--- src/rtl/uart_rx_pkg.sv ---
package uart_rx_pkg;

    localparam int unsigned OS_SLOW = 16;
    localparam int unsigned OS_FAST = 8;
    localparam int unsigned DW      = 9;

    typedef enum logic { RX_IDLE, RX_ACTIVE } rx_state_e;

    typedef struct packed {
        logic [DW-1:0] data;
        logic          nine;
        logic          ferr;
        logic          perr;
    } rx_frame_t;

    typedef struct packed {
        logic [DW-1:0] data;
        logic          ferr;
        logic          perr;
        logic          ovr;
    } rx_entry_t;

    function automatic logic vote3(input logic [2:0] s);
        return (s[0] & s[1]) | (s[0] & s[2]) | (s[1] & s[2]);
    endfunction

endpackage

--- src/rtl/uart_rx_tick.sv ---
module uart_rx_tick #(
    parameter int unsigned TICK_DIV = 2
) (
    input  logic clk,
    input  logic rst,
    output logic tick
);
    localparam int unsigned CW = (TICK_DIV > 1) ? $clog2(TICK_DIV) : 1;
    localparam logic [CW-1:0] LAST = CW'(TICK_DIV - 1);

    logic [CW-1:0] cnt;

    always_ff @(posedge clk) begin
        if (rst || cnt == LAST) cnt <= '0;
        else                    cnt <= cnt + 1'b1;
    end

    assign tick = (cnt == LAST);
endmodule

--- src/rtl/uart_rx_frame.sv ---
module uart_rx_frame
    import uart_rx_pkg::*;
(
    input  logic      clk,
    input  logic      rst,
    input  logic      tick,
    input  logic      rxd,
    input  logic      dbl,
    input  logic      par_en,
    input  logic      par_odd,
    input  logic      nine_en,
    output logic      start_ok,
    output logic      done,
    output rx_frame_t frame
);
    rx_state_e  state;
    logic [3:0] phase, bitidx, mid, os_last, nbits, par_idx;
    logic [1:0] votes;
    logic [8:0] shreg, dword;
    logic       c_dbl, c_par, c_odd, c_nine, par_bit, maj, in_win;

    always_comb begin
        os_last = c_dbl ? 4'(OS_FAST - 1) : 4'(OS_SLOW - 1);
        mid     = c_dbl ? 4'(OS_FAST / 2) : 4'(OS_SLOW / 2);
        nbits   = c_nine ? 4'd9 : 4'd8;
        par_idx = nbits + 4'd1;
        in_win  = (phase == mid - 4'd1) || (phase == mid) || (phase == mid + 4'd1);
        maj     = vote3({votes, rxd});
        dword   = c_nine ? shreg : {1'b0, shreg[8:1]};
    end

    always_ff @(posedge clk) begin
        if (rst) begin
            state    <= RX_IDLE;
            phase    <= '0;
            bitidx   <= '0;
            votes    <= 2'b11;
            shreg    <= '0;
            par_bit  <= 1'b0;
            {c_dbl, c_par, c_odd, c_nine} <= '0;
            start_ok <= 1'b0;
            done     <= 1'b0;
            frame    <= '0;
        end else begin
            start_ok <= 1'b0;
            done     <= 1'b0;
            if (tick) begin
                if (state == RX_IDLE) begin
                    if (!rxd) begin
                        state  <= RX_ACTIVE;
                        phase  <= '0;
                        bitidx <= '0;
                        {c_dbl, c_par, c_odd, c_nine} <= {dbl, par_en, par_odd, nine_en};
                    end
                end else begin
                    if (in_win) votes <= {votes[0], rxd};
                    if (phase == mid + 4'd1) begin
                        if (bitidx == 4'd0) begin
                            if (maj) state <= RX_IDLE;
                            else     start_ok <= 1'b1;
                        end else if (bitidx <= nbits) begin
                            shreg <= {maj, shreg[8:1]};
                        end else if (c_par && bitidx == par_idx) begin
                            par_bit <= maj;
                        end else begin
                            done       <= 1'b1;
                            frame.data <= dword;
                            frame.nine <= c_nine;
                            frame.ferr <= ~maj;
                            frame.perr <= c_par & ((^dword) ^ par_bit ^ c_odd);
                            state      <= RX_IDLE;
                        end
                    end
                    if (phase == os_last) begin
                        phase  <= '0;
                        bitidx <= bitidx + 4'd1;
                    end else begin
                        phase  <= phase + 4'd1;
                    end
                end
            end
        end
    end

    a_r2_done_idle: assert property (@(posedge clk) disable iff (rst)
        done |-> state == RX_IDLE);
    a_r10_start_from_active: assert property (@(posedge clk) disable iff (rst)
        start_ok |-> state == RX_ACTIVE);
endmodule

--- src/rtl/uart_rx_buf2.sv ---
module uart_rx_buf2
    import uart_rx_pkg::*;
#(
    parameter int unsigned DEPTH = 2
) (
    input  logic      clk,
    input  logic      rst,
    input  logic      push,
    input  rx_entry_t push_ent,
    input  logic      pop,
    input  logic      ovr_mark,
    output logic [1:0] count,
    output rx_entry_t head
);
    localparam logic [1:0] FULL = 2'(DEPTH);

    rx_entry_t ent [DEPTH];
    rx_entry_t nxt [DEPTH];
    logic [1:0] c;
    logic pop_ok;

    assign pop_ok = pop && count != 2'd0;

    always_comb begin
        for (int i = 0; i < DEPTH; i++) nxt[i] = ent[i];
        c = count;
        if (pop_ok) begin
            for (int i = 0; i < DEPTH - 1; i++) nxt[i] = ent[i+1];
            c = count - 2'd1;
        end
        if (push && c < FULL) begin
            for (int i = 0; i < DEPTH; i++) if (c == 2'(i)) nxt[i] = push_ent;
            c = c + 2'd1;
        end
        if (ovr_mark && c != 2'd0) begin
            for (int i = 0; i < DEPTH; i++) if (c == 2'(i + 1)) nxt[i].ovr = 1'b1;
        end
    end

    always_ff @(posedge clk) begin
        if (rst) begin
            count <= '0;
            for (int i = 0; i < DEPTH; i++) ent[i] <= '0;
        end else begin
            count <= c;
            for (int i = 0; i < DEPTH; i++) ent[i] <= nxt[i];
        end
    end

    assign head = ent[0];

    a_r6_push_not_full: assert property (@(posedge clk) disable iff (rst)
        push |-> count != FULL);
    a_r6_pop_shrinks: assert property (@(posedge clk) disable iff (rst)
        (pop_ok && !push) |=> count == $past(count) - 2'd1);
    a_r7_mark_when_full: assert property (@(posedge clk) disable iff (rst)
        ovr_mark |-> count == FULL);
endmodule

--- src/rtl/mpc_uart_rx.sv ---
module mpc_uart_rx
    import uart_rx_pkg::*;
#(
    parameter int unsigned TICK_DIV = 2
) (
    input  logic       clk,
    input  logic       rst,
    input  logic       rxd,
    input  logic       dbl_speed,
    input  logic       par_en,
    input  logic       par_odd,
    input  logic       addr_mode,
    input  logic       irq_en,
    input  logic       rd,
    output logic [8:0] rx_data,
    output logic       rx_ferr,
    output logic       rx_perr,
    output logic       rx_ovr,
    output logic       rx_avail,
    output logic       irq
);
    logic [1:0] sync;
    logic       tick, start_ok, done, done_keep, full, push, ovr_mark, pend_vld;
    logic [1:0] count;
    rx_frame_t  frame, pend, push_rec;
    rx_entry_t  push_ent, head;

    always_ff @(posedge clk) begin
        if (rst) sync <= 2'b11;
        else     sync <= {sync[0], rxd};
    end

    uart_rx_tick #(.TICK_DIV(TICK_DIV)) u_tick (
        .clk(clk), .rst(rst), .tick(tick)
    );

    uart_rx_frame u_frame (
        .clk(clk), .rst(rst), .tick(tick), .rxd(sync[1]),
        .dbl(dbl_speed), .par_en(par_en), .par_odd(par_odd), .nine_en(addr_mode),
        .start_ok(start_ok), .done(done), .frame(frame)
    );

    assign done_keep = done && (!frame.nine || frame.data[8]);
    assign full      = (count == 2'd2);
    assign ovr_mark  = start_ok && full && pend_vld;
    assign push      = (pend_vld || done_keep) && !full;
    assign push_rec  = pend_vld ? pend : frame;
    assign push_ent  = '{data: push_rec.data, ferr: push_rec.ferr, perr: push_rec.perr, ovr: 1'b0};

    always_ff @(posedge clk) begin
        if (rst) begin
            pend_vld <= 1'b0;
            pend     <= '0;
        end else if (ovr_mark) begin
            pend_vld <= 1'b0;
        end else if (done_keep && (full || pend_vld)) begin
            pend     <= frame;
            pend_vld <= 1'b1;
        end else if (pend_vld && !full) begin
            pend_vld <= 1'b0;
        end
    end

    uart_rx_buf2 #(.DEPTH(2)) u_buf (
        .clk(clk), .rst(rst), .push(push), .push_ent(push_ent), .pop(rd),
        .ovr_mark(ovr_mark), .count(count), .head(head)
    );

    assign rx_avail = (count != 2'd0);
    assign rx_data  = rx_avail ? head.data : '0;
    assign rx_ferr  = rx_avail & head.ferr;
    assign rx_perr  = rx_avail & head.perr;
    assign rx_ovr   = rx_avail & head.ovr;
    assign irq      = rx_avail & irq_en;

    a_r8_only_addr_queued: assert property (@(posedge clk) disable iff (rst)
        push |-> (!push_rec.nine || push_rec.data[8]));
    a_r7_hold_dropped: assert property (@(posedge clk) disable iff (rst)
        ovr_mark |=> !pend_vld);
endmodule

--- config.mk ---
export PLATFORM = sky130hd
export DESIGN_NAME = mpc_uart_rx
export DESIGN_NICKNAME = d
export VERILOG_FILES = /design/src/rtl/uart_rx_pkg.sv /design/src/rtl/uart_rx_tick.sv /design/src/rtl/uart_rx_frame.sv /design/src/rtl/uart_rx_buf2.sv /design/src/rtl/mpc_uart_rx.sv
export SDC_FILE = /design/constraint.sdc
export NUM_CORES = 1
export LEC_CHECK = 0
export ABC_AREA = 1
export BUFFER_PORTS_ARGS = -buffer_cell sky130_fd_sc_hd__buf_2
export CAP_MARGIN = 40
export CORE_ASPECT_RATIO = 0.6
export CORE_MARGIN = 1
export CORE_UTILIZATION = 33
export DETAILED_ROUTE_END_ITERATION = 10
export PLACE_DENSITY = 0.58
export SYNTH_ARGS = -nofsm -noshare
export SYNTH_HDL_FRONTEND = slang
export SYNTH_HIERARCHICAL = 1
export SYNTH_SLANG_ARGS = --single-unit
--- constraint.sdc ---
create_clock -name clk -period 2.1 [get_ports clk]
set_clock_uncertainty 0.15 [all_clocks]
set_input_delay 0.42 -clock clk [delete_from_list [all_inputs] [get_ports clk]]
set_output_delay 0.42 -clock clk [all_outputs]
set_load 0.05 [all_outputs]
# Yosys cells after proc, flatten, opt, wreduce, memory -nomap -nowiden

Memory sizes are Yosys's and may differ from the RTL's.
Index checks and enable logic that the tools add are counted.

Memories kept: 1
Logic and storage cells: 140
Bits in writable memories: 24
Input port bits: 9
Bits in registers: 57
Output and inout port bits: 14

Eq/ne operators: 11
Mux-type cells: 36
Bitwise gates (word level): 23
Add/subtract/negate cells: 8
Reductions and logical operators: 35
$lt $le $gt $ge: 2

Memories:

| memory    | depth | bits a word | read ports | clocked after memory_dff | write ports | line               | RTL |
|---|---|---|---|---|---|---|---|
| u_buf.ent | 2     | 12          | 2          | 0                        | 2           | uart_rx_buf2.sv:17 | `rx_entry_t ent [DEPTH];` |

Operators with widths:

| kind                                                                   | number |
|---|---|
| 12-bit 2-to-1 mux                                                      | 6 |
| 4-bit 2-to-1 mux                                                       | 7 |
| 24-bit 2-to-1 mux                                                      | 1 |
| 4-bit equality test                                                    | 5 |
| 1-bit 2-to-1 mux                                                       | 18 |
| 9-bit 2-to-1 mux                                                       | 2 |
| 4-bit by 1-bit adder with 4-bit output (second input constant)         | 4 |
| 6-bit AND reduction                                                    | 2 |
| 1-bit logical AND                                                      | 10 |
| 1-bit inverter                                                         | 9 |
| 3-bit AND reduction                                                    | 3 |
| 9-bit XOR reduction                                                    | 1 |
| 1-bit bitwise AND                                                      | 8 |
| 1-bit logical OR                                                       | 6 |
| 2-bit nonzero test                                                     | 3 |
| 6-bit OR reduction                                                     | 1 |
| 5-bit AND reduction                                                    | 1 |
| 5-bit OR reduction                                                     | 1 |
| 2-bit by 1-bit equality test with 1-bit output (second input constant) | 2 |
| 2-bit equality test (second input constant)                            | 2 |
| 4-bit less-or-equal comparator                                         | 1 |
| 4-bit logical NOT                                                      | 1 |
| 2-bit 2-to-1 mux                                                       | 2 |
| 1-bit OR                                                               | 4 |
| 12 further kinds                                                       | 15 |

# Longest topological paths before layout

Gate-level depths: netlist (run 1).

Depth after elaboration: 11
Mapped depth: 14
Mapped depth without buffers: 14

# By module

The synthesis (run 1) kept the hierarchy.

Modules (own cells, without submodules):

| module        | area an instance (µm²) | cells an instance | sequential area each (µm²) | times used |
|---|---|---|---|---|
| uart_rx_frame | 1,959.4                | 264               | 780.7                      | 1 |
| uart_rx_buf2  | 1,358.8                | 183               | 520.5                      | 1 |
| mpc_uart_rx   | 924.6                  | 166               | 280.3                      | 1 |
| uart_rx_tick  | 23.8                   | 2                 | 20.0                       | 1 |

# Least setup slack after synthesis (run 1)

OpenSTA, ideal clock, no wires.

Path kind: reg-to-reg
Start point: register u_frame.bitidx[0]
End point: register u_frame/frame[3] (netlist name)
Stages on the path, launching flop included: 12
Slack: 0.216 ns
Data arrival time: 1.654 ns
Path buffers: 1
Setup time: 0.080 ns
Period minus slack after synthesis: 1.884 ns
Data required time: 1.870 ns
Cell sequence: dfxtp_1 > inv_1 > ha_1 > or2_2 > nand3_1 > nand2_1 > inv_1 > nand3_4 > inv_4 > buf_6 > nor2_1 > a211oi_2

Word-level cells in the longest chain between the ends: 4
Elaborated cells between the ends (all ways): 8
Those cells by class: order compare: 1; eq/ne: 1; bitwise: 3; reduce/logical: 3

RTL lines:

| item                                                                                   | line                | RTL |
|---|---|---|
| start: declaration                                                                     | uart_rx_frame.sv:17 | `logic [3:0] phase, bitidx, mid, os_last, nbits, par_idx;` |
| start signal: assignment                                                               | uart_rx_frame.sv:76 | `bitidx <= bitidx + 4'd1;` |
| parallel branches: the longest is 3 deep, another holds 4-bit less-or-equal comparator | -                   |  |
| 6-bit AND reduction (no source line) *                                                 | -                   |  |

Every way passes the cells marked *.
A chain may end at the register's enable or synchronous reset.

# Worst setup path in the final report (run 1)

Start point: register u_buf.count[1]
End point: output port rx_ovr

Word-level cells in the longest chain between the ends: 2

RTL lines:

| item                     | line               | RTL |
|---|---|---|
| start: declaration       | uart_rx_buf2.sv:12 | `output logic [1:0] count,` |
| start signal: assignment | uart_rx_buf2.sv:42 | `count <= '0;` |
| start signal: assignment | uart_rx_buf2.sv:45 | `count <= c;` |
| 2-bit nonzero test       | mpc_uart_rx.sv:69  | `assign rx_avail = (count != 2'd0);` |
| 1-bit bitwise AND        | mpc_uart_rx.sv:73  | `assign rx_ovr = rx_avail & head.ovr;` |
| end: declaration         | mpc_uart_rx.sv:18  | `output logic rx_ovr,` |

Every way passes these cells.

==> flow_metrics.py, run 1 <==
metrics = {
    "outcome": {
        "status": "complete, no violations",
    },
    "sta": {
        "worst_pin_slew_ns": 0.615,
        "finalMaxSlewViolations": 0,
        "fin_setup_tns_ns": 0,
        "maxSlewHeadroom_pct": 59.0,
        "hold_viol_final": 0,
        "fin_crit_sh_pct": 93.7,
        "period_needed_ns": 1.97,
        "fmax_mhz": 508,
        "holdWs_ns": 0.116,
        "setup_viol": 0,
    },
    "critical_path": {
        "required_ns": 1.53,
        "reg2reg_slack_ns": 0.14,
        "crit_start": "u_buf/count[1]$_SDFF_PP0_",
        "critPathMaxFanout": 14,
        "crit_path_end": "rx_ovr",
        "worstSetupEndpointType": "output pin",
        "r2r_cells": 10,
        "crit_type": "flop to output pin",
        "reg2reg_from": "u_frame/bitidx[0]$_SDFFE_PP0P_",
        "cp.arrival_ns": 1.40,
        "cp-start-kind": "flop",
        "rr_endpoint": "u_frame/frame[4]$_SDFFE_PP0P_",
    },
    "grt": {
        "antenna_found_initial": 0,
        "gr-usage-all-layers_pct": 15.3,
        "use_met1_pct": 21.5,
        "grt_busiest_layer": "met2",
        "met3_usage_pct": 4.01,
        "grt_pass1_vias": 3744,
        "grt_util_met2_pct": 23.2,
        "grt_overflow": 0,
        "grt_pass1_wl_um": 16800,
        "grt_max_degree": 24,
    },
    "synthesis": {
        "synth_compound_area_share_pct": 18.1,
        "synth_area_leaders": "dfxtp_1 38%, nand2_1 11%, inv_1 9.1%",
        "synth.yosys.seq_area_share_pct": 37.5,
        "ys_seq_elements": 80,
        "synth_top_area_cell": "dfxtp_1",
        "synthCells": 615,
        "syn-cell-area_um2": 4270,
        "avgSynthCellArea_um2": 6.94,
        "synth_warnings": 6,
        "synth_fa_ha_area_share_pct": 2.87,
        "synthXorXnorAreaFrac_pct": 1.23,
        "ys_types": 37,
        "synth_top_cell_area_share_pct": 37.5,
        "synth_simple_gate_area_share_pct": 24.8,
        "synthMuxAreaShare_pct": 0,
        "synth_top_family_by_area": "simple AND/OR/NAND/NOR gates",
    },
    "routing": {
        "first_iter_violations": 169,
        "vias": 3782,
        "ant_nets": 0,
        "drc": 0,
        "drtPass1Iterations": 4,
        "vias_per_cell": 4.70,
        "wl_per_cell_um": 11.7,
        "drt-total-wl_um": 9380,
    },
    "layout": {
        "drive_gt1_share_pct": 17.2,
        "areaGrowthSynthToFinish_pct": 15.0,
        "fillers": 1294,
        "antenna_cells": 0,
        "nets": 652,
        "design_area_um2": 4910,
    },
    "run": {
        "drv_cap": 0,
    },
    "placed_design": {
        "port_buffers": 22,
        "gp_congestion": 0.766,
        "placed_cell_area_um2": 4480,
        "dp_hpwl_um": 6830,
    },
    "clock_network": {
        "cts_buffers": 9,
        "clock_latency_ns": 0.33,
        "cts_hold_buf": 0,
        "cts_root_buf": "clkbuf_16",
        "cts_tree": "yes",
        "h-tree-depth": 3,
        "cts_buffer_depth": 2,
        "clkSlewWorstSetupHoldPaths_ns": 0.06,
        "cts.sinks": 80,
    },
    "floorplanning": {
        "core_um2": 12300,
        "die-area_um2": 13400,
        "row_count": 31,
        "die_w_um": 149,
        "start_util_pct": 34.6,
        "fp.dieH_um": 90.1,
        "io_pins": 23,
    },
    "power": {
        "leakage_nw": 2.05,
        "power.density_nw_per_um2": 749,
        "irDropWorstVdd_uv": 386,
    },
    "worst_hold_path": {
        "hp-class": "input pin to flop",
    },
}
-- metrics by stage --
step / util [%] / power [W] / worst slack (ns) / cells
after floorplan: - / 0.00181 / 0.216 / 616
after global placement: 36.3 / 0.00189 / 0.125 / 782
after detailed placement: 36.3 / 0.00190 / 0.00862 / 782
after CTS: 39.0 / 0.00368 / 0.0383 / 798
after global routing: 39.8 / 0.00382 / -0.0114 / 804
final: 39.8 / 0.00368 / 0.132 / 804
-- power breakdown --
| group | switching [W] | internal, W |
|---|---|---|
| Combinational | 0.000237 | 0.000125 |
| Clock | 0.000618 | 0.00116 |
| Sequential | 0.00000942 | 0.00153 |
-- registers in the layout (all words and copies together) (netlist names) --
register and cells:
u_buf/count 2, u_tick/tick 1, u_frame/c_par 1, u_frame/c_dbl 1, sync 2, u_frame/votes 2
u_frame/shreg 9, u_frame/state 1, pend 11, u_frame/par_bit 1, u_frame/frame 12, u_frame/phase 4
u_frame/done 1, u_frame/start_ok 1, pend_vld 1, u_frame/c_odd 1, u_frame/bitidx 4, u_buf/ent 24
u_frame/c_nine 1
-- worst min path at each step --
stage	startpoint	to	slack, ns	cells past startpoint
6_report	rxd	sync[0]$_SDFF_PP1_	0.12	2
5_1_grt	rxd	sync[0]$_SDFF_PP1_	0.12	2
4_1_cts	rxd	sync[0]$_SDFF_PP1_	0.11	2
3_5_place_dp	sync[0]$_SDFF_PP1_	sync[1]$_SDFF_PP1_	0.26	1
3_3_place_gp	sync[0]$_SDFF_PP1_	sync[1]$_SDFF_PP1_	0.26	1
2_1_floorplan	sync[0]$_SDFF_PP1_	sync[1]$_SDFF_PP1_	0.24	1
-- metal layers --
layer / share of wire (%) / up-vias
li1: - / 1965
met1: 54 / 1764
met2: 42 / 47
met3: 3.6 / 6
met4: 0.60 / 0
met5: 0 / -
-- critical path, cell delays in order, from the launching register on --
cell and delay, ns:
dfxtp_1 0.34, buf_4 0.13, nor2_1 0.05, buf_4 0.18, nor2_1 0.11, buf_2 0.27
-- synthesized netlist by cell type --
cell type / n
nor3_1: 5
nor3b_1: 1
nor2_2: 2
a211oi_2: 8
nand3_2: 2
nor2_1: 68
clkbuf_1: 11
a211oi_1: 2
inv_4: 1
o21ai_0: 51
o21ai_1: 24
buf_4: 14
clkinv_1: 1
o211ai_1: 3
a21oi_2: 11
nand2_2: 3
a311oi_1: 1
a21oi_1: 29
xor2_1: 5
buf_2: 6
maj3_1: 1
nand4_1: 12
nand3_4: 2
nand4_2: 1
inv_2: 5
dfxtp_1: 80
nor4_1: 2
nand3_1: 18
o21a_1: 1
nand2_4: 2
conb_1: 1
xnor2_1: 1
inv_1: 103
nand2_1: 120
or2_2: 3
ha_1: 9
buf_6: 6
-- logic make-up after synthesis --
kind of cell	count (synthesis)
and+or+nand+nor	241
buffers and inverters	147
AOI/OAI and AO/OA	130
DFF	80
adders and majority gates	10
xor gates and xnor gates	6
other	1
-- repair_timing --
item	4_1_cts	5_1_grt
setup endpoints to repair	1	41
resized for setup	1	22
pin swaps	0	3
setup buffers	0	5
cloned	0	1
-- layout by cell type, fill, tap and decap left out, drive strengths merged --
master,synthesis,layout
a211oi,10,10
a21oi,40,40
a311oi,1,1
buf,26,43
bufinv,0,3
clkbuf,11,10
clkinv,1,4
clkinvlp,0,1
conb,1,2
dfxtp,80,80
ha,9,9
inv,109,109
maj3,1,1
nand2,125,125
nand3,22,22
nand4,13,13
nor2,70,70
nor3,5,5
nor3b,1,1
nor4,2,2
o211ai,3,3
o21a,1,1
o21ai,75,75
or2,3,3
xnor2,1,1
xor2,5,5
-- area by class of cell --
cell class	count	area (um^2)	area share, %
multi-input combinational	389	2050	41.7
sequential	80	1600	32.6
inverter	110	428	8.72
timing repair buffer	43	280	5.71
clock buffer	10	229	4.66
tap	165	206	4.21
clock inverter	6	108	2.19
timing repair inverter	1	8.76	0.178
(Power assumes the default switching activity.)
==> run 2, diff against run 1 <==
ABC_AREA = default   (was 1)
==> run 2 against run 1 <==
Compared with the run above:
- highest routed layer unchanged
- utilization is 2.1 points higher
- final cell count is 23% lower
- critical path depth is 5 higher
- global-route usage is 2.6 points lower
- combinational power is 12% lower
- clock power is 11% lower
- the flow now finishes with violations (negative setup slack)
==> flow_metrics.py, run 2 <==
metrics = {
    "synthesis": {
        "synthCells": 418,
        "syn-cell-area_um2": 4100,
        "avgSynthCellArea_um2": 9.80,
        "ys_seq_elements": 80,
        "yosysMostFrequentCell": "dfxtp_1",
        "async_flop_share_pct": 0,
        "synth.yosys.seq_area_share_pct": 39.1,
        "ys_types": 54,
        "synth_area_leaders": "dfxtp_1 39%, mux2i_1 14%, nor2_1 6.9%",
        "synth-edff-count": 0,
        "synthTopCellsByCount": "80 x dfxtp_1, 75 x nor2_1, 59 x mux2i_1",
        "synth_warnings": 6,
        "synth_top_flop_cell": "dfxtp_1",
        "synth_top_area_cell": "dfxtp_1",
        "synth_top_cell_area_share_pct": 39.1,
    },
    "clock_network": {
        "h-tree-depth": 3,
        "clock_latency_ns": 0.34,
        "clkSlewWorstSetupHoldPaths_ns": 0.06,
        "cts_buffers": 9,
        "cts_tree": "yes",
        "cts.sinks": 80,
        "cts_buffer_depth": 2,
        "cts_root_buf": "clkbuf_16",
    },
    "layout": {
        "layout_commonest_cell": "dfxtp_1",
        "largest_reg_flops": 24,
        "mostFrequentLayoutCells": "76 x dfxtp_1, 63 x nor2_1, 58 x mux2i_1",
        "areaGrowthSynthToFinish_pct": 23.5,
        "fillers": 1168,
        "reg.largest.list": "u_buf/ent: 24 flops, u_frame/frame: 12 flops, pend: 11 flops",
        "top_register": "u_buf/ent",
        "antenna_cells": 0,
        "nets": 466,
        "final_cells": 618,
        "drive_gt1_share_pct": 32.0,
    },
    "power": {
        "leakage_nw": 2.07,
        "power.density_nw_per_um2": 679,
        "irDropWorstVdd_uv": 410,
    },
    "routing": {
        "drc": 0,
        "wl_per_cell_um": 13.2,
        "drtPass1Iterations": 4,
        "vias_per_cell": 4.74,
        "first_iter_violations": 115,
        "ant_nets": 0,
        "vias": 2931,
        "drt-total-wl_um": 8150,
    },
    "placed_design": {
        "gp_congestion": 0.715,
        "preCtsSetupSlack_ns": -0.0449,
        "post-place-cells": 593,
        "port_buffers": 22,
        "dp_hpwl_um": 5340,
    },
    "floorplanning": {
        "start_util_pct": 34.0,
        "fp.dieH_um": 88.3,
        "row_count": 31,
        "core_um2": 12100,
        "io_pins": 23,
        "die-area_um2": 12900,
        "die_w_um": 146,
    },
    "sta": {
        "setup_viol": 6,
        "period_needed_ns": 2.12,
        "finalMaxSlewViolations": 0,
        "rsz0062_at_grt": "true",
        "worst_pin_slew_ns": 0.588,
        "hold_viol_final": 0,
        "fmax_mhz": 471,
        "fin_crit_sh_pct": 101,
        "fin_setup_tns_ns": -0.0830,
        "maxSlewHeadroom_pct": 60.8,
        "worst_slack_ns": -0.0249,
    },
    "critical_path": {
        "slowest_stage": "dfxtp_4",
        "cp-start-kind": "flop",
        "crit_type": "flop to flop",
        "cp.arrival_ns": 2.19,
        "critPathMaxFanout": 6,
        "crit_path_end": "u_buf/ent[0][21]$_SDFFE_PP0P_",
        "worstSetupEndpointType": "flop",
        "rr_endpoint": "u_buf/ent[0][21]$_SDFFE_PP0P_",
        "slowest_delay_ns": 0.35,
        "reg2reg_slack_ns": -0.02,
        "cp_common_cell": "ha_4",
        "r2r_cells": 10,
        "reg2reg_from": "u_buf/count[0]$_SDFF_PP0_",
        "required_ns": 2.16,
        "crit_start": "u_buf/count[0]$_SDFF_PP0_",
        "path_cells": "inv_4 -> ha_4 -> nand2b_4 -> a21oi_4 -> ha_4 -> nand2_4 -> a211oi_4 -> clkbuf_16 -> mux2i_1 -> nor2_1",
    },
    "run": {
        "drv_cap": 0,
    },
    "grt": {
        "gr-usage-all-layers_pct": 12.7,
        "grt_pass1_vias": 2816,
        "antenna_found_initial": 0,
        "grt_pass1_wl_um": 13100,
        "grt_overflow": 0,
        "grt_max_degree": 33,
    },
    "outcome": {
        "failed_checks": "negative setup slack",
        "status": "finished, violations left",
    },
    "worst_hold_path": {
        "hp-class": "input pin to flop",
    },
}
## run 2: what timing repair did
item	CTS	global route
hold buffers	0	0
cloned	0	5
pin swaps	2	5
setup buffers	0	4
endpoints found under the setup margin	13	53
gates resized for setup	3	48
hold endpoints to repair	0	0
## run 2: per-layer routing
metal | routed length [um] | vias to the layer above | global-route usage (%)
li1 | - | 1499 | -
met2 | 3480 | 23 | 20.4
met3 | 201 | 6 | 3.71
met5 | 0 | - | 0
met4 | 63 | 0 | 4.02
met1 | 4410 | 1403 | 16.7
## run 2: worst min path at each step
stage	cells after the start	slack, ns	to	start
final	2	0.12	sync[0]$_SDFF_PP1_	rxd
after global routing	2	0.11	sync[0]$_SDFF_PP1_	rxd
after CTS	2	0.11	sync[0]$_SDFF_PP1_	rxd
after detailed placement	1	0.25	sync[1]$_SDFF_PP1_	sync[0]$_SDFF_PP1_
after global placement	1	0.25	sync[1]$_SDFF_PP1_	sync[0]$_SDFF_PP1_
after floorplan	1	0.24	sync[1]$_SDFF_PP1_	sync[0]$_SDFF_PP1_
## run 2: cells by family (layout without fill, tap and decap cells)
group	count (synthesis)	after routing	share of synthesized area, %
flops	80	80	39.1
buf+inv	50	84	7.12
simple gates	140	140	17.2
fa+ha+maj	10	10	2.99
mux	74	74	18.6
compound gates	49	49	11.9
other cells	1	2	0.0915
xor+xnor	14	14	2.99
## run 2: metrics by stage
step | power (W) | hold WS (ns) | cell area, um^2 | utilization (%)
2_1_floorplan | 0.00180 | 0.239 | 4190 | -
3_3_place_gp | 0.00186 | 0.246 | 4450 | 36.9
3_5_place_dp | 0.00186 | 0.255 | 4450 | 36.9
4_1_cts | 0.00346 | 0.109 | 4770 | 39.5
5_1_grt | 0.00358 | 0.114 | 5060 | 41.9
6_report | 0.00344 | 0.117 | 5060 | 41.9
## run 2: layout make-up
| type | count | area, um^2 | share of cell area [%] |
|---|---|---|---|
| Tap cell | 165 | 206 | 4.08 |
| Inverter | 16 | 62.6 | 1.24 |
| Clock buffer | 10 | 239 | 4.73 |
| Sequential cell | 80 | 1610 | 31.9 |
| Multi-Input combinational cell | 289 | 2380 | 47.1 |
| Timing Repair Buffer | 52 | 489 | 9.67 |
| Clock inverter | 6 | 67.6 | 1.34 |
## run 2: critical path, delay by kind of cell (launching register included)
kind | cells | cell delay, ns
AOI/OAI and AO/OA | 2 | 0.46
DFF | 1 | 0.35
adders and majority gates | 2 | 0.32
and+or+nand+nor | 3 | 0.28
buffers and inverters | 2 | 0.27
muxes | 1 | 0.17
## run 2: report_power, final
group,switching (W),leakage (nW),internal [W],total (W)
clock,0.000626,0.145,0.000956,0.00158
sequential,0.00000729,0.648,0.00153,0.00154
combinational,0.000188,1.28,0.000130,0.000319
==> run 3, diff against run 2 <==
CELL_PAD_IN_SITES_DETAIL_PLACEMENT = 1   (was default)
CELL_PAD_IN_SITES_GLOBAL_PLACEMENT = 2   (was default)
PLACE_DENSITY = 0.78   (was 0.58)
==> run 3 against run 2 <==
Compared with the run above:
- the flow still finishes with violations (negative setup slack)
- total power increased by 6.5%
- via count rose by 2.0%
- sequential share of layout area shrank 0.40 points
- register-to-register slack got worse by 0.04 ns
- sequential power hardly changed
==> flow_metrics.py, run 3 (same netlist as run 2, synthesis figures left out) <==
metrics = {
    "sta": {
        "fmax_mhz": 463,
        "hold_viol_final": 0,
        "finalMaxSlewViolations": 0,
        "maxSlewHeadroom_pct": 60.4,
        "worst_pin_slew_ns": 0.594,
        "rsz0062_at_grt": "true",
        "setup_viol": 12,
        "period_needed_ns": 2.16,
        "worst_slack_ns": -0.0608,
        "fin_crit_sh_pct": 103,
    },
    "worst_hold_path": {
        "hold_start": "rxd",
        "min_to": "sync[0]$_SDFF_PP1_",
        "hold_path_depth": 2,
        "hp-class": "input pin to flop",
    },
    "routing": {
        "vias": 2989,
        "wl_per_cell_um": 14.8,
        "ant_nets": 0,
        "drtPass1Iterations": 4,
        "drc": 0,
        "drt-total-wl_um": 9220,
        "first_iter_violations": 71,
        "vias_per_cell": 4.81,
    },
    "critical_path": {
        "rr_endpoint": "u_buf/ent[0][20]$_SDFFE_PP0P_",
        "r2r_cells": 11,
        "required_ns": 2.17,
        "critPathMaxFanout": 6,
        "cp-start-kind": "flop",
        "reg2reg_slack_ns": -0.06,
        "reg2reg_from": "u_buf/count[0]$_SDFF_PP0_",
        "crit_type": "flop to flop",
        "cp.arrival_ns": 2.23,
        "worstSetupEndpointType": "flop",
    },
    "layout": {
        "antenna_cells": 0,
        "drive_gt1_share_pct": 32.2,
        "areaGrowthSynthToFinish_pct": 25.1,
        "layout_commonest_cell": "dfxtp_1",
        "reg.largest.list": "u_buf/ent: 24 flops, u_frame/frame: 12 flops, pend: 11 flops",
        "top_register": "u_buf/ent",
        "post-route-util_pct": 42.5,
        "nets": 470,
        "largest_reg_flops": 24,
        "mostFrequentLayoutCells": "75 x dfxtp_1, 65 x nor2_1, 59 x mux2i_1",
    },
    "clock_network": {
        "cts_root_buf": "clkbuf_16",
        "clkSlewWorstSetupHoldPaths_ns": 0.06,
        "cts_hold_buf": 0,
        "cts_buffer_depth": 2,
        "clock_latency_ns": 0.33,
        "cts.sinks": 80,
        "cts_buffers": 9,
        "h-tree-depth": 3,
        "cts_tree": "yes",
    },
    "floorplanning": {
        "fp.dieH_um": 88.3,
        "die_w_um": 146,
        "die-area_um2": 12900,
        "io_pins": 23,
        "start_util_pct": 34.0,
        "core_um2": 12100,
        "row_count": 31,
    },
    "grt": {
        "grt_overflow": 0,
        "grt_max_degree": 43,
        "grt_pass1_vias": 2966,
        "antenna_found_initial": 0,
        "gr-usage-all-layers_pct": 14.4,
        "grt_pass1_wl_um": 14700,
    },
    "placed_design": {
        "dp_hpwl_um": 5920,
        "gp_congestion": 0.730,
        "port_buffers": 22,
    },
    "power": {
        "total_power_w": 0.00366,
        "leakage_nw": 2.11,
        "irDropWorstVdd_uv": 377,
        "power.density_nw_per_um2": 714,
    },
    "outcome": {
        "failed_checks": "negative setup slack",
        "status": "finished, violations left",
    },
    "run": {
        "drv_cap": 0,
    },
}
run 3: changes by cell type in the layout (fill, tap and decap cells not counted), moves of 2 or more:
cell,change
nor2_2,+2
nor2_1,+2
nor2_4,-4
clkbuf_1,+2
buf_4,+2
clkbuf_4,+5
inv_4,+2
buf_2,-5
inv_1,-2
bufinv_16,+2
run 3: metrics by stage:
step	area, um^2	hold WS (ns)	cells	setup slack, ns	TNS [ns]
final	5130	0.131	622	-0.0608	-0.277
after global routing	5130	0.122	622	-0.135	-2.46
after CTS	4870	0.111	613	-0.0713	-0.547
after detailed placement	4470	0.253	594	-0.111	-0.255
after global placement	4470	0.252	594	0.0207	0
after floorplan	4190	0.239	419	-0.293	-5.27
run 3: area by class of cell:
type | instances | area (um^2)
clock buffers | 11 | 233
clock inverters | 5 | 104
fillers | 1340 | 6940
inverters | 16 | 65.1
multi-input cells | 289 | 2340
flip-flops and latches | 80 | 1610
well taps | 165 | 206
repair buffers | 56 | 564
run 3: critical path, stage by stage, from the launching register on:
cell      delay (ns)
dfxtp_4         0.36
inv_4           0.04
ha_4            0.15
nand2b_4        0.18
xnor2_4         0.17
ha_4            0.16
nand2_4         0.04
a211oi_4        0.22
buf_4           0.16
buf_12          0.12
mux2i_1         0.21
nor2_1          0.07
run 3: per-layer routing:
layer | routed length [um] | up-vias | share of wire (%) | global-route usage [%]
met3 | 212 | 9 | 2.3 | 3.45
met4 | 81 | 0 | 0.88 | 5.74
met2 | 4030 | 18 | 44 | 23.0
met1 | 4900 | 1461 | 53 | 19.1
li1 | - | 1501 | - | -
met5 | 0 | - | 0 | 0
run 3: power breakdown:
part           switching [W]  leakage, nW  internal (W)
clock               0.000623        0.160       0.00116
sequential         0.0000106        0.648       0.00153
combinational       0.000193         1.30      0.000141
run 3: worst max path at each step:
stage / cells after the start / to / from / slack (ns)
after global routing: 11 / u_buf/ent[0][22]$_SDFFE_PP0P_ / u_buf/count[0]$_SDFF_PP0_ / -0.14
after CTS: 11 / u_buf/ent[0][20]$_SDFFE_PP0P_ / u_buf/count[0]$_SDFF_PP0_ / -0.07
final: 11 / u_buf/ent[0][20]$_SDFFE_PP0P_ / u_buf/count[0]$_SDFF_PP0_ / -0.06
after global placement: 8 / u_buf/ent[0][0]$_SDFF_PP0_ / u_buf/count[0]$_SDFF_PP0_ / 0.02
after floorplan: 12 / u_buf/ent[0][14]$_SDFFE_PP0P_ / u_buf/count[0]$_SDFF_PP0_ / -0.29
after detailed placement: 8 / u_buf/ent[0][0]$_SDFF_PP0_ / u_buf/count[0]$_SDFF_PP0_ / -0.11
run 3: what timing repair did:
action,4_1_cts,5_1_grt
gates cloned,1,5
pin swaps,7,5
endpoints found under the hold margin,0,0
setup buffers,2,4
endpoints found under the setup margin,17,53
gates resized for setup,4,46
